File: src/rtl/sed_pkg.sv
package sed_pkg;

  // Clamp an elaboration-time value to a limit (used for row boundary constants).
  function automatic int unsigned sed_clamp(int unsigned v, int unsigned lim);
    return (v > lim) ? lim : v;
  endfunction

  // Largest value a DW-bit unsigned field can hold.
  function automatic int unsigned sed_max_of(int unsigned w);
    return (w >= 32) ? 32'hFFFF_FFFF : ((32'd1 << w) - 32'd1);
  endfunction

endpackage

File: src/rtl/sed_head.sv
module sed_head
  import sed_pkg::*;
#(
  parameter int SW = 2,
  parameter int DW = 6
) (
  input  logic          clk,
  input  logic          rst_n,
  input  logic          q_busy,
  input  logic          in_valid,
  output logic          in_ready,
  input  logic [SW-1:0] in_sym,
  input  logic          in_last,
  output logic          h_v,
  output logic          h_first,
  output logic          h_last,
  output logic [SW-1:0] h_sym,
  output logic [DW-1:0] h_d
);
  localparam logic [DW-1:0] D_MAX = '1;
  localparam logic [DW-1:0] D_ONE = DW'(1);

  logic          mid_seq;
  logic [DW-1:0] col;
  logic          acc;

  assign in_ready = ~q_busy;
  assign acc      = in_valid & in_ready;

  // Row-zero value D(0,j)=j travels with each target symbol.
  always_comb begin
    h_v     = acc;
    h_first = ~mid_seq;
    h_last  = in_last;
    h_sym   = in_sym;
    if (!mid_seq)        h_d = D_ONE;
    else if (col == D_MAX) h_d = D_MAX;
    else                 h_d = col + D_ONE;
  end

  always_ff @(posedge clk) begin
    if (!rst_n) begin
      mid_seq <= 1'b0;
      col     <= '0;
    end else if (acc) begin
      mid_seq <= ~in_last;
      col     <= h_d;
    end
  end

endmodule

File: src/rtl/sed_cell.sv
module sed_cell
  import sed_pkg::*;
#(
  parameter int SW  = 2,
  parameter int DW  = 6,
  parameter int ROW = 1
) (
  input  logic          clk,
  input  logic          rst_n,
  input  logic          q_we,
  input  logic [SW-1:0] q_sym,
  input  logic          up_v,
  input  logic          up_first,
  input  logic          up_last,
  input  logic [SW-1:0] up_sym,
  input  logic [DW-1:0] up_d,
  output logic          dn_v,
  output logic          dn_first,
  output logic          dn_last,
  output logic [SW-1:0] dn_sym,
  output logic [DW-1:0] dn_d
);
  localparam int unsigned MAXV  = sed_max_of(DW);
  localparam logic [DW-1:0] D_MAX  = '1;
  localparam logic [DW-1:0] ROW_D  = DW'(sed_clamp(ROW, MAXV));
  localparam logic [DW-1:0] ROW_UP = DW'(sed_clamp(ROW - 1, MAXV));

  logic [SW-1:0] qsym;
  logic [DW-1:0] left_d;   // D(i, j-1)
  logic [DW-1:0] diag_d;   // D(i-1, j-1)

  logic [DW-1:0] dg, lf, c_diag, c_up, c_left, nxt;
  logic          cost;

  function automatic logic [DW-1:0] sat_inc(input logic [DW-1:0] a, input logic b);
    return (a == D_MAX) ? a : a + DW'(b);
  endfunction

  always_comb begin
    dg     = up_first ? ROW_UP : diag_d;
    lf     = up_first ? ROW_D  : left_d;
    cost   = (up_sym != qsym);
    c_diag = sat_inc(dg, cost);
    c_up   = sat_inc(up_d, 1'b1);
    c_left = sat_inc(lf, 1'b1);
    nxt    = c_diag;
    if (c_up < nxt)   nxt = c_up;
    if (c_left < nxt) nxt = c_left;
  end

  always_ff @(posedge clk) begin
    if (!rst_n) begin
      qsym     <= '0;
      left_d   <= '0;
      diag_d   <= '0;
      dn_v     <= 1'b0;
      dn_first <= 1'b0;
      dn_last  <= 1'b0;
      dn_sym   <= '0;
      dn_d     <= '0;
    end else begin
      if (q_we) qsym <= q_sym;
      dn_v <= up_v;
      if (up_v) begin
        dn_first <= up_first;
        dn_last  <= up_last;
        dn_sym   <= up_sym;
        dn_d     <= nxt;
        left_d   <= nxt;
        diag_d   <= up_d;
      end
    end
  end


  row_step_hi_chk: assert property (@(posedge clk) disable iff (!rst_n)
    dn_v |-> ({1'b0, dn_d} <= {1'b0, $past(up_d)} + 1'b1));


  row_step_lo_chk: assert property (@(posedge clk) disable iff (!rst_n)
    dn_v |-> ({1'b0, $past(up_d)} <= {1'b0, dn_d} + 1'b1));


  first_col_chk: assert property (@(posedge clk) disable iff (!rst_n)
    (dn_v && dn_first) |-> (dn_d <= ROW_D));


  sat_hold_chk: assert property (@(posedge clk) disable iff (!rst_n)
    (up_v && up_d == D_MAX) |=> ({1'b0, dn_d} + 1'b1 >= {1'b0, D_MAX}));

endmodule

File: src/rtl/sed_array.sv
module sed_array
  import sed_pkg::*;
#(
  parameter  int NCELL = 8,
  parameter  int SW    = 2,
  parameter  int DW    = 6,
  localparam int IW    = (NCELL > 1) ? $clog2(NCELL) : 1
) (
  input  logic          clk,
  input  logic          rst_n,
  input  logic          q_wr,
  input  logic [IW-1:0] q_idx,
  input  logic [SW-1:0] q_sym,
  input  logic          in_valid,
  output logic          in_ready,
  input  logic [SW-1:0] in_sym,
  input  logic          in_last,
  output logic          res_valid,
  output logic [DW-1:0] res_dist
);
  logic          lk_v     [0:NCELL];
  logic          lk_first [0:NCELL];
  logic          lk_last  [0:NCELL];
  logic [SW-1:0] lk_sym   [0:NCELL];
  logic [DW-1:0] lk_d     [0:NCELL];

  sed_head #(.SW(SW), .DW(DW)) u_head (
    .clk      (clk),
    .rst_n    (rst_n),
    .q_busy   (q_wr),
    .in_valid (in_valid),
    .in_ready (in_ready),
    .in_sym   (in_sym),
    .in_last  (in_last),
    .h_v      (lk_v[0]),
    .h_first  (lk_first[0]),
    .h_last   (lk_last[0]),
    .h_sym    (lk_sym[0]),
    .h_d      (lk_d[0])
  );

  for (genvar g = 1; g <= NCELL; g++) begin : g_cell
    logic we;
    assign we = q_wr && (q_idx == IW'(g - 1));
    sed_cell #(.SW(SW), .DW(DW), .ROW(g)) u_cell (
      .clk      (clk),
      .rst_n    (rst_n),
      .q_we     (we),
      .q_sym    (q_sym),
      .up_v     (lk_v[g-1]),
      .up_first (lk_first[g-1]),
      .up_last  (lk_last[g-1]),
      .up_sym   (lk_sym[g-1]),
      .up_d     (lk_d[g-1]),
      .dn_v     (lk_v[g]),
      .dn_first (lk_first[g]),
      .dn_last  (lk_last[g]),
      .dn_sym   (lk_sym[g]),
      .dn_d     (lk_d[g])
    );
  end

  assign res_valid = lk_v[NCELL] & lk_last[NCELL];
  assign res_dist  = lk_d[NCELL];


  tail_fwd_chk: assert property (@(posedge clk) disable iff (!rst_n)
    lk_v[NCELL] |-> (lk_sym[NCELL] == $past(lk_sym[NCELL-1]) &&
                     lk_first[NCELL] == $past(lk_first[NCELL-1]) &&
                     lk_last[NCELL] == $past(lk_last[NCELL-1])));

endmodule

File: config.mk
export PLATFORM = sky130hd
export DESIGN_NAME = sed_array
export DESIGN_NICKNAME = d
export VERILOG_FILES = /design/src/rtl/sed_pkg.sv /design/src/rtl/sed_head.sv /design/src/rtl/sed_cell.sv /design/src/rtl/sed_array.sv
export SDC_FILE = /design/constraint.sdc
export NUM_CORES = 1
export LEC_CHECK = 0
export ABC_AREA = 1
export BUFFER_PORTS_ARGS = -buffer_cell sky130_fd_sc_hd__buf_2
export CAP_MARGIN = 10
export CORE_UTILIZATION = 35
export DETAILED_ROUTE_END_ITERATION = 8
export HOLD_SLACK_MARGIN = 0.02
export PLACE_DENSITY = 0.49
export SLEW_MARGIN = 20
export SYNTH_ARGS = -nofsm -noshare
export SYNTH_HDL_FRONTEND = slang
export SYNTH_SLANG_ARGS = --single-unit
File: constraint.sdc
create_clock -name clk -period 11.9 [get_ports clk]
set_input_delay 1.19 -clock clk [delete_from_list [all_inputs] [get_ports clk]]
set_output_delay 1.19 -clock clk [all_outputs]
set_load 0.02 [all_outputs]
# Yosys cells after proc, flatten, opt, wreduce, memory -nomap -nowiden
# Cells that the tools add are included.
[word_totals] elab_cells=208 ff_bits=150
[classes] reduce_logical=9 n_eq_ne=40 n_bitwise=5 muxes=58 order_cmp=16 n_addsub=25
[ops] cell="$mux 6" n=58
[ops] cell="$eq 6x6->1 const B" n=25
[ops] cell="$add 6x1->6 const B" n=17
[ops] cell="$lt 6x6->1" n=16
[ops] cell="$add 6x1->6" n=8
[ops] cell="$ne 2x2->1" n=8
[ops] cell="$eq 3x3->1 const B" n=4
[ops] cell="$logic_and 1x1->1" n=8
[ops] cell="$eq 3x2->1 const B" n=2
[ops] cell="$eq 3x1->1 const B" n=1
[ops] cell="$logic_not 3->1" n=1
[ops] cell="$not 1->1" n=3
[ops] cell="$and 1x1->1" n=2

# Longest topological paths before layout
[depth] ltp_word=9 depth_mapped=29

# Modules after synthesis
# A second synthesis with hierarchy kept.
[unflattened] cells_unflattened=2105 area_unflattened_um2=13525.5
[by_module_without_submodules] mod="sed_cell at g_cell[3].u_cell" cells_each=265 area_per_inst_um2=1716.6 n_inst=1
[by_module_without_submodules] mod="sed_cell at g_cell[6].u_cell" cells_each=261 area_per_inst_um2=1685.4 n_inst=1
[by_module_without_submodules] mod="sed_cell at g_cell[1].u_cell" cells_each=263 area_per_inst_um2=1656.6 n_inst=1
[by_module_without_submodules] mod="sed_cell at g_cell[5].u_cell" cells_each=262 area_per_inst_um2=1652.8 n_inst=1
[by_module_without_submodules] mod="sed_cell at g_cell[7].u_cell" cells_each=249 area_per_inst_um2=1617.8 n_inst=1
[by_module_without_submodules] mod="sed_cell at g_cell[8].u_cell" cells_each=239 area_per_inst_um2=1571.5 n_inst=1
[by_module_without_submodules] mod="sed_cell at g_cell[4].u_cell" cells_each=239 area_per_inst_um2=1566.5 n_inst=1
[by_module_without_submodules] mod="sed_cell at g_cell[2].u_cell" cells_each=243 area_per_inst_um2=1550.2 n_inst=1
[by_module_without_submodules] mod="sed_head" cells_each=65 area_per_inst_um2=436.7 n_inst=1
[by_module_without_submodules] mod="sed_array" cells_each=19 area_per_inst_um2=71.3 n_inst=1

# Least setup slack after synthesis
# OpenSTA, ideal clock, no wires.
[synth_path] path_kind="input to register" from="input in_sym[0]" to="register g_cell[1].u_cell.dn_d[5]" path_buffers=1 setup_time_ns=0.132 t_arrival_ns=4.423 path_slack_ns=7.345 stages=22 path_cell_list="xnor2_1 nand2_1 ha_1 ha_1 nand3_1 o21ai_0 a21oi_1 ha_1 nand2_1 nor2_1 a211oi_1 nand2_2 buf_2 nand2_1 o21ai_1 ha_1 a21oi_1 nor2_1 a211oi_1 nand3_1 nand3_1 a21oi_1"
[synth_between] elab_chain_len=7
[synth_rtl] element="start: declaration" line="sed_array.sv:16" rtl="input logic [SW-1:0] in_sym,"
[synth_rtl] element="$ne 2x2->1 (*)" line="sed_cell.sv:42" rtl="cost = (up_sym != qsym);"
[synth_rtl] element="$add 6x1->6 (*)" line="sed_cell.sv:36" rtl="return (a == D_MAX) ? a : a + DW'(b);"
[synth_rtl] element="$mux 6 (*)" line="sed_cell.sv:36"
[synth_rtl] element="$lt 6x6->1" line="sed_cell.sv:47" rtl="if (c_up < nxt) nxt = c_up;"
[synth_rtl] element="$mux 6 (*)" line="sed_cell.sv:47"
[synth_rtl] element="$lt 6x6->1" line="sed_cell.sv:48" rtl="if (c_left < nxt) nxt = c_left;"
[synth_rtl] element="$mux 6 (*)" line="sed_cell.sv:48"
[synth_rtl] element="end signal: assignment" line="sed_cell.sv:68" rtl="dn_d <= nxt;"
[synth_rtl] element="end: declaration" line="sed_cell.sv:21" rtl="output logic [DW-1:0] dn_d"
# Mark *: on every way between the ends. The rest lies on a longest branch, timed or not.
# A chain may end at the register's enable or synchronous reset.

# Worst setup path after layout
[layout_path] from="register g_cell[1].u_cell.diag_d[1]" to="register g_cell[1].u_cell.dn_d[2]"
[layout_between] elab_chain_len=9 word_cells_on_any_way=15
[layout_rtl] element="start: declaration" line="sed_cell.sv:30" rtl="logic [DW-1:0] diag_d;"
[layout_rtl] element="start signal: assignment" line="sed_cell.sv:70" rtl="diag_d <= up_d;"
[layout_rtl] element="$add 6x1->6 / $eq 6x6->1 (equally long branches)"
[layout_rtl] element="$mux 6 (*) (2 in a row)"
[layout_rtl] element="via g_cell[1].u_cell.up_d[1]" line="sed_cell.sv:16" rtl="input logic [DW-1:0] up_d,"
[layout_rtl] element="$add 6x1->6 / $eq 6x6->1 (equally long branches)"
[layout_rtl] element="$mux 6 (*)"
[layout_rtl] element="$lt 6x6->1" line="sed_cell.sv:47"
[layout_rtl] element="$mux 6 (*)" line="sed_cell.sv:47"
[layout_rtl] element="$lt 6x6->1" line="sed_cell.sv:48"
[layout_rtl] element="$mux 6 (*)" line="sed_cell.sv:48"
# Mark *: on every way through the listed nets, which the timed path passes. The rest lies on a longest branch.

==> metrics.cfg <==
[place]
dp.cells = 2256
port_buffers = 19
post-dp-hpwl_um = 22700
place_congestion = 0.838
post-place-ws_ps = 6760

[sta]
slew_viol_final = 0
slew_headroom_pct = 32.9
timing.fmax_mhz = 196
setup_violations = 0
timing.final.ws_setup_ps = 6810
finalCritPeriodShare_pct = 42.8
worst_slew_pin_slew_ps = 1000
fin_tns_setup_ps = 0
finClkSkew_ps = 8.55
finalCriticalPeriod_ps = 5090
grt_setup_unrepaired = no
hold_viol = 0

[synthesis]
syn-cell-area_um2 = 11800
synth_mux_area_share_pct = 0
yosysMostFrequentCell = nand2_1
synth_fp_nets = 1976
synthTopCellsByCount = nand2_1, nor2_1, inv_1
yosysUniqueCellTypes = 42
synth_compound_area_share_pct = 16.8
synth-xor-area-share_pct = 4.08
synth-seq-cells = 150
synthFlopType = dfxtp_1
synth_area_leader_cell = dfxtp_1
synth_edf_count = 0
synth_top_family_by_area = simple AND/OR/NAND/NOR gates
synthTopCellsByArea = dfxtp_1, nand2_1, ha_1, o21ai_0, nor2_1
ys_seq_area_share_pct = 25.4
syn_inst = 1851
synth-simple-area-share_pct = 32.3
synth_fa_ha_area_share_pct = 12.0
postSynthAreaPerCell_um2 = 6.38
synth_warnings = 0
synth.top_cell.area_share_pct = 25.4
async_reset_ff_share_pct = 0

[floorplan]
die_w_um = 186
die_area_um2 = 34500
start_util_pct = 35.9
rows = 66
die_h_um = 186
core_area_um2 = 32900
boundaryPins = 20

[run]
cap_violations = 0

[setup_path]
cp-startpoint = g_cell[1].u_cell.diag_d[1]
rr_startpoint = g_cell[1].u_cell.diag_d[1]
required_ps = 12260
worstSetupPathType = register to register
critical_path_arrival_ps = 5450
start_kind = register
cp-end-kind = register
crit_path_max_fanout = 11

[route]
wirelength_um = 29500
ant_nets = 0
first_iter_violations = 623
drtPass1Iterations = 5
routed_via_density = 4.90
vias = 11200
routedWlPerCell_um = 12.9
drcViolationCount = 0

[global_routing]
grtUsageTotal_pct = 17.9
antenna_found_initial = 1
grt_max_degree = 87
grt_pass1_wl_um = 50100
grt_overflow = 0
first_global_vias = 10300

[cells_and_area]
fillers = 3610
instances_no_fill = 2289
syn2layout_area_growth_pct = 8.45
drive_gt1_share_pct = 6.55
multiInputGateArea_um2 = 7690
final_util_pct = 38.9
nNetsFinal = 1958
seq_area_um2 = 3000

[clocking]
clk-insertion-delay-late_ps = 430
cts-resized-gates = 0
cts_tree = yes
postCtsHoldBufs = 0
cts_num_sinks = 150
clkTransAtPathRegs_ps = 60
clock-root-buffer = clkbuf_16
cts_setup_buffers = 0
clockBufferDepth = 2
htree_levels = 4
cts_buffers = 17

[outcome]
outcome = completed

[pwr]
intPower_mw = 1.05
p_leak_nw = 6.18
p_comb_share_pct = 35.8
vdd_drop_max_v = 0.000110
p_clk_share_pct = 32.0
seqPwrFrac_pct = 32.1
swShare_pct = 38.3
powerDensity_nw_per_um2 = 133
power_switching_mw = 0.650

[worst_hold_path]
worstHoldStart = g_cell[5].u_cell.dn_d[5]
hold_class = register to register

## final cells by class
| cell class | instances | area share, % |
|---|---|---|
| clock inverter | 11 | 0.968 |
| clock buffer | 21 | 3.60 |
| tap | 442 | 4.32 |
| inverter | 228 | 6.70 |
| sequential | 150 | 23.5 |
| multi-input combinational | 1415 | 60.1 |
| antenna | 1 | 0.0196 |
| timing repair buffer | 21 | 0.860 |
## power by group through the flow
| stage | clock network [mW] | logic [mW] | registers, mW |
|---|---|---|---|
| 2_1_floorplan | 0 | 0.502 | 0.544 |
| 3_3_place_gp | 0 | 0.600 | 0.557 |
| 3_5_place_dp | 0 | 0.606 | 0.557 |
| 4_1_cts | 0.560 | 0.610 | 0.546 |
| 5_1_grt | 0.581 | 0.718 | 0.549 |
| 6_report | 0.543 | 0.608 | 0.546 |
## kinds of logic after synthesis
logic type | count (synthesis)
compound gates | 381
fa+ha+maj | 113
flops | 150
simple gates | 866
xor+xnor | 55
buf+inv | 286
## cells in the final DEF, fill, tap and decap left out, drive strengths merged, types with 2 or more instances in the layout
| cell type | synthesis | routed |
|---|---|---|
| or2 | 8 | 8 |
| and2 | 2 | 2 |
| nand3b | 28 | 28 |
| a21o | 2 | 2 |
| xor2 | 28 | 28 |
| a211oi | 14 | 14 |
| o21a | 6 | 6 |
| a21oi | 146 | 146 |
| buf | 15 | 21 |
| nor3 | 31 | 31 |
| clkinv | 7 | 12 |
| o21ai | 204 | 204 |
| dfxtp | 150 | 150 |
| nand4 | 14 | 14 |
| xnor2 | 27 | 27 |
| nand3 | 135 | 135 |
| clkinvlp | 0 | 3 |
| inv | 221 | 222 |
| nor2 | 228 | 228 |
| bufinv | 0 | 2 |
| nor4 | 2 | 2 |
| ha | 113 | 113 |
| nand2 | 416 | 416 |
| a31oi | 4 | 4 |
| o211ai | 2 | 2 |
| clkbuf | 43 | 21 |
## routing by layer
layer / up-vias / global-route usage (%) / wire (µm)
li1: 6050 / - / -
met1: 5033 / 24.5 / 15300
met2: 126 / 29.6 / 13200
met3: 17 / 2.99 / 729
met4: 0 / 3.44 / 250
met5: - / 0 / 0
## metrics by stage
stage | cell area [µm²] | power (mW) | hold WS [ps]
4_1_cts | 12800 | 1.72 | 467
2_1_floorplan | 11800 | 1.05 | 445
6_report | 12800 | 1.70 | 468
3_5_place_dp | 12200 | 1.16 | 457
5_1_grt | 12800 | 1.85 | 502
3_3_place_gp | 12200 | 1.16 | 453
## registers in the layout, summed over array words and instances (netlist names)
signal	cells
g_cell.u_cell.diag_d	48
g_cell.u_cell.dn_d	30
g_cell.u_cell.left_d	18
g_cell.u_cell.qsym	16
g_cell.u_cell.dn_sym	14
g_cell.u_cell.dn_last	8
g_cell.u_cell.dn_v	8
g_cell.u_cell.dn_first	7
u_head.mid_seq	1
## final timing paths
path | to | slack [ps] | cells past startpoint
setup / recovery | g_cell[1].u_cell.dn_d[2] | 6810 | 27
hold / removal | g_cell[5].u_cell.dn_d[5] | 470 | 2
setup reg to reg | g_cell[1].u_cell.dn_d[2] | 6810 | 27
hold reg to reg | g_cell[5].u_cell.dn_d[5] | 470 | 2
## critical path: stages (launching register included)
cell and delay [ps]:
dfxtp_1 460, ha_1 260, nand2_1 70, clkinv_1 80, nand2_1 90, inv_2 70, nor2_1 50, nor2_1 150
ha_1 210, nand3_1 170, nor2_4 150, nand2_2 110, nand2_1 90, xor2_1 230, ha_1 280, a21oi_1 130
nor2_1 60, a211oi_1 270, nand2_2 200, o21ai_1 250, ha_1 280, nand2_1 90, nor2_1 50, a211oi_1 780
nand2_4 130, nand2_1 100, nand3_1 70, a21oi_1 140
No activity file was read; power rests on OpenSTA's default activity.
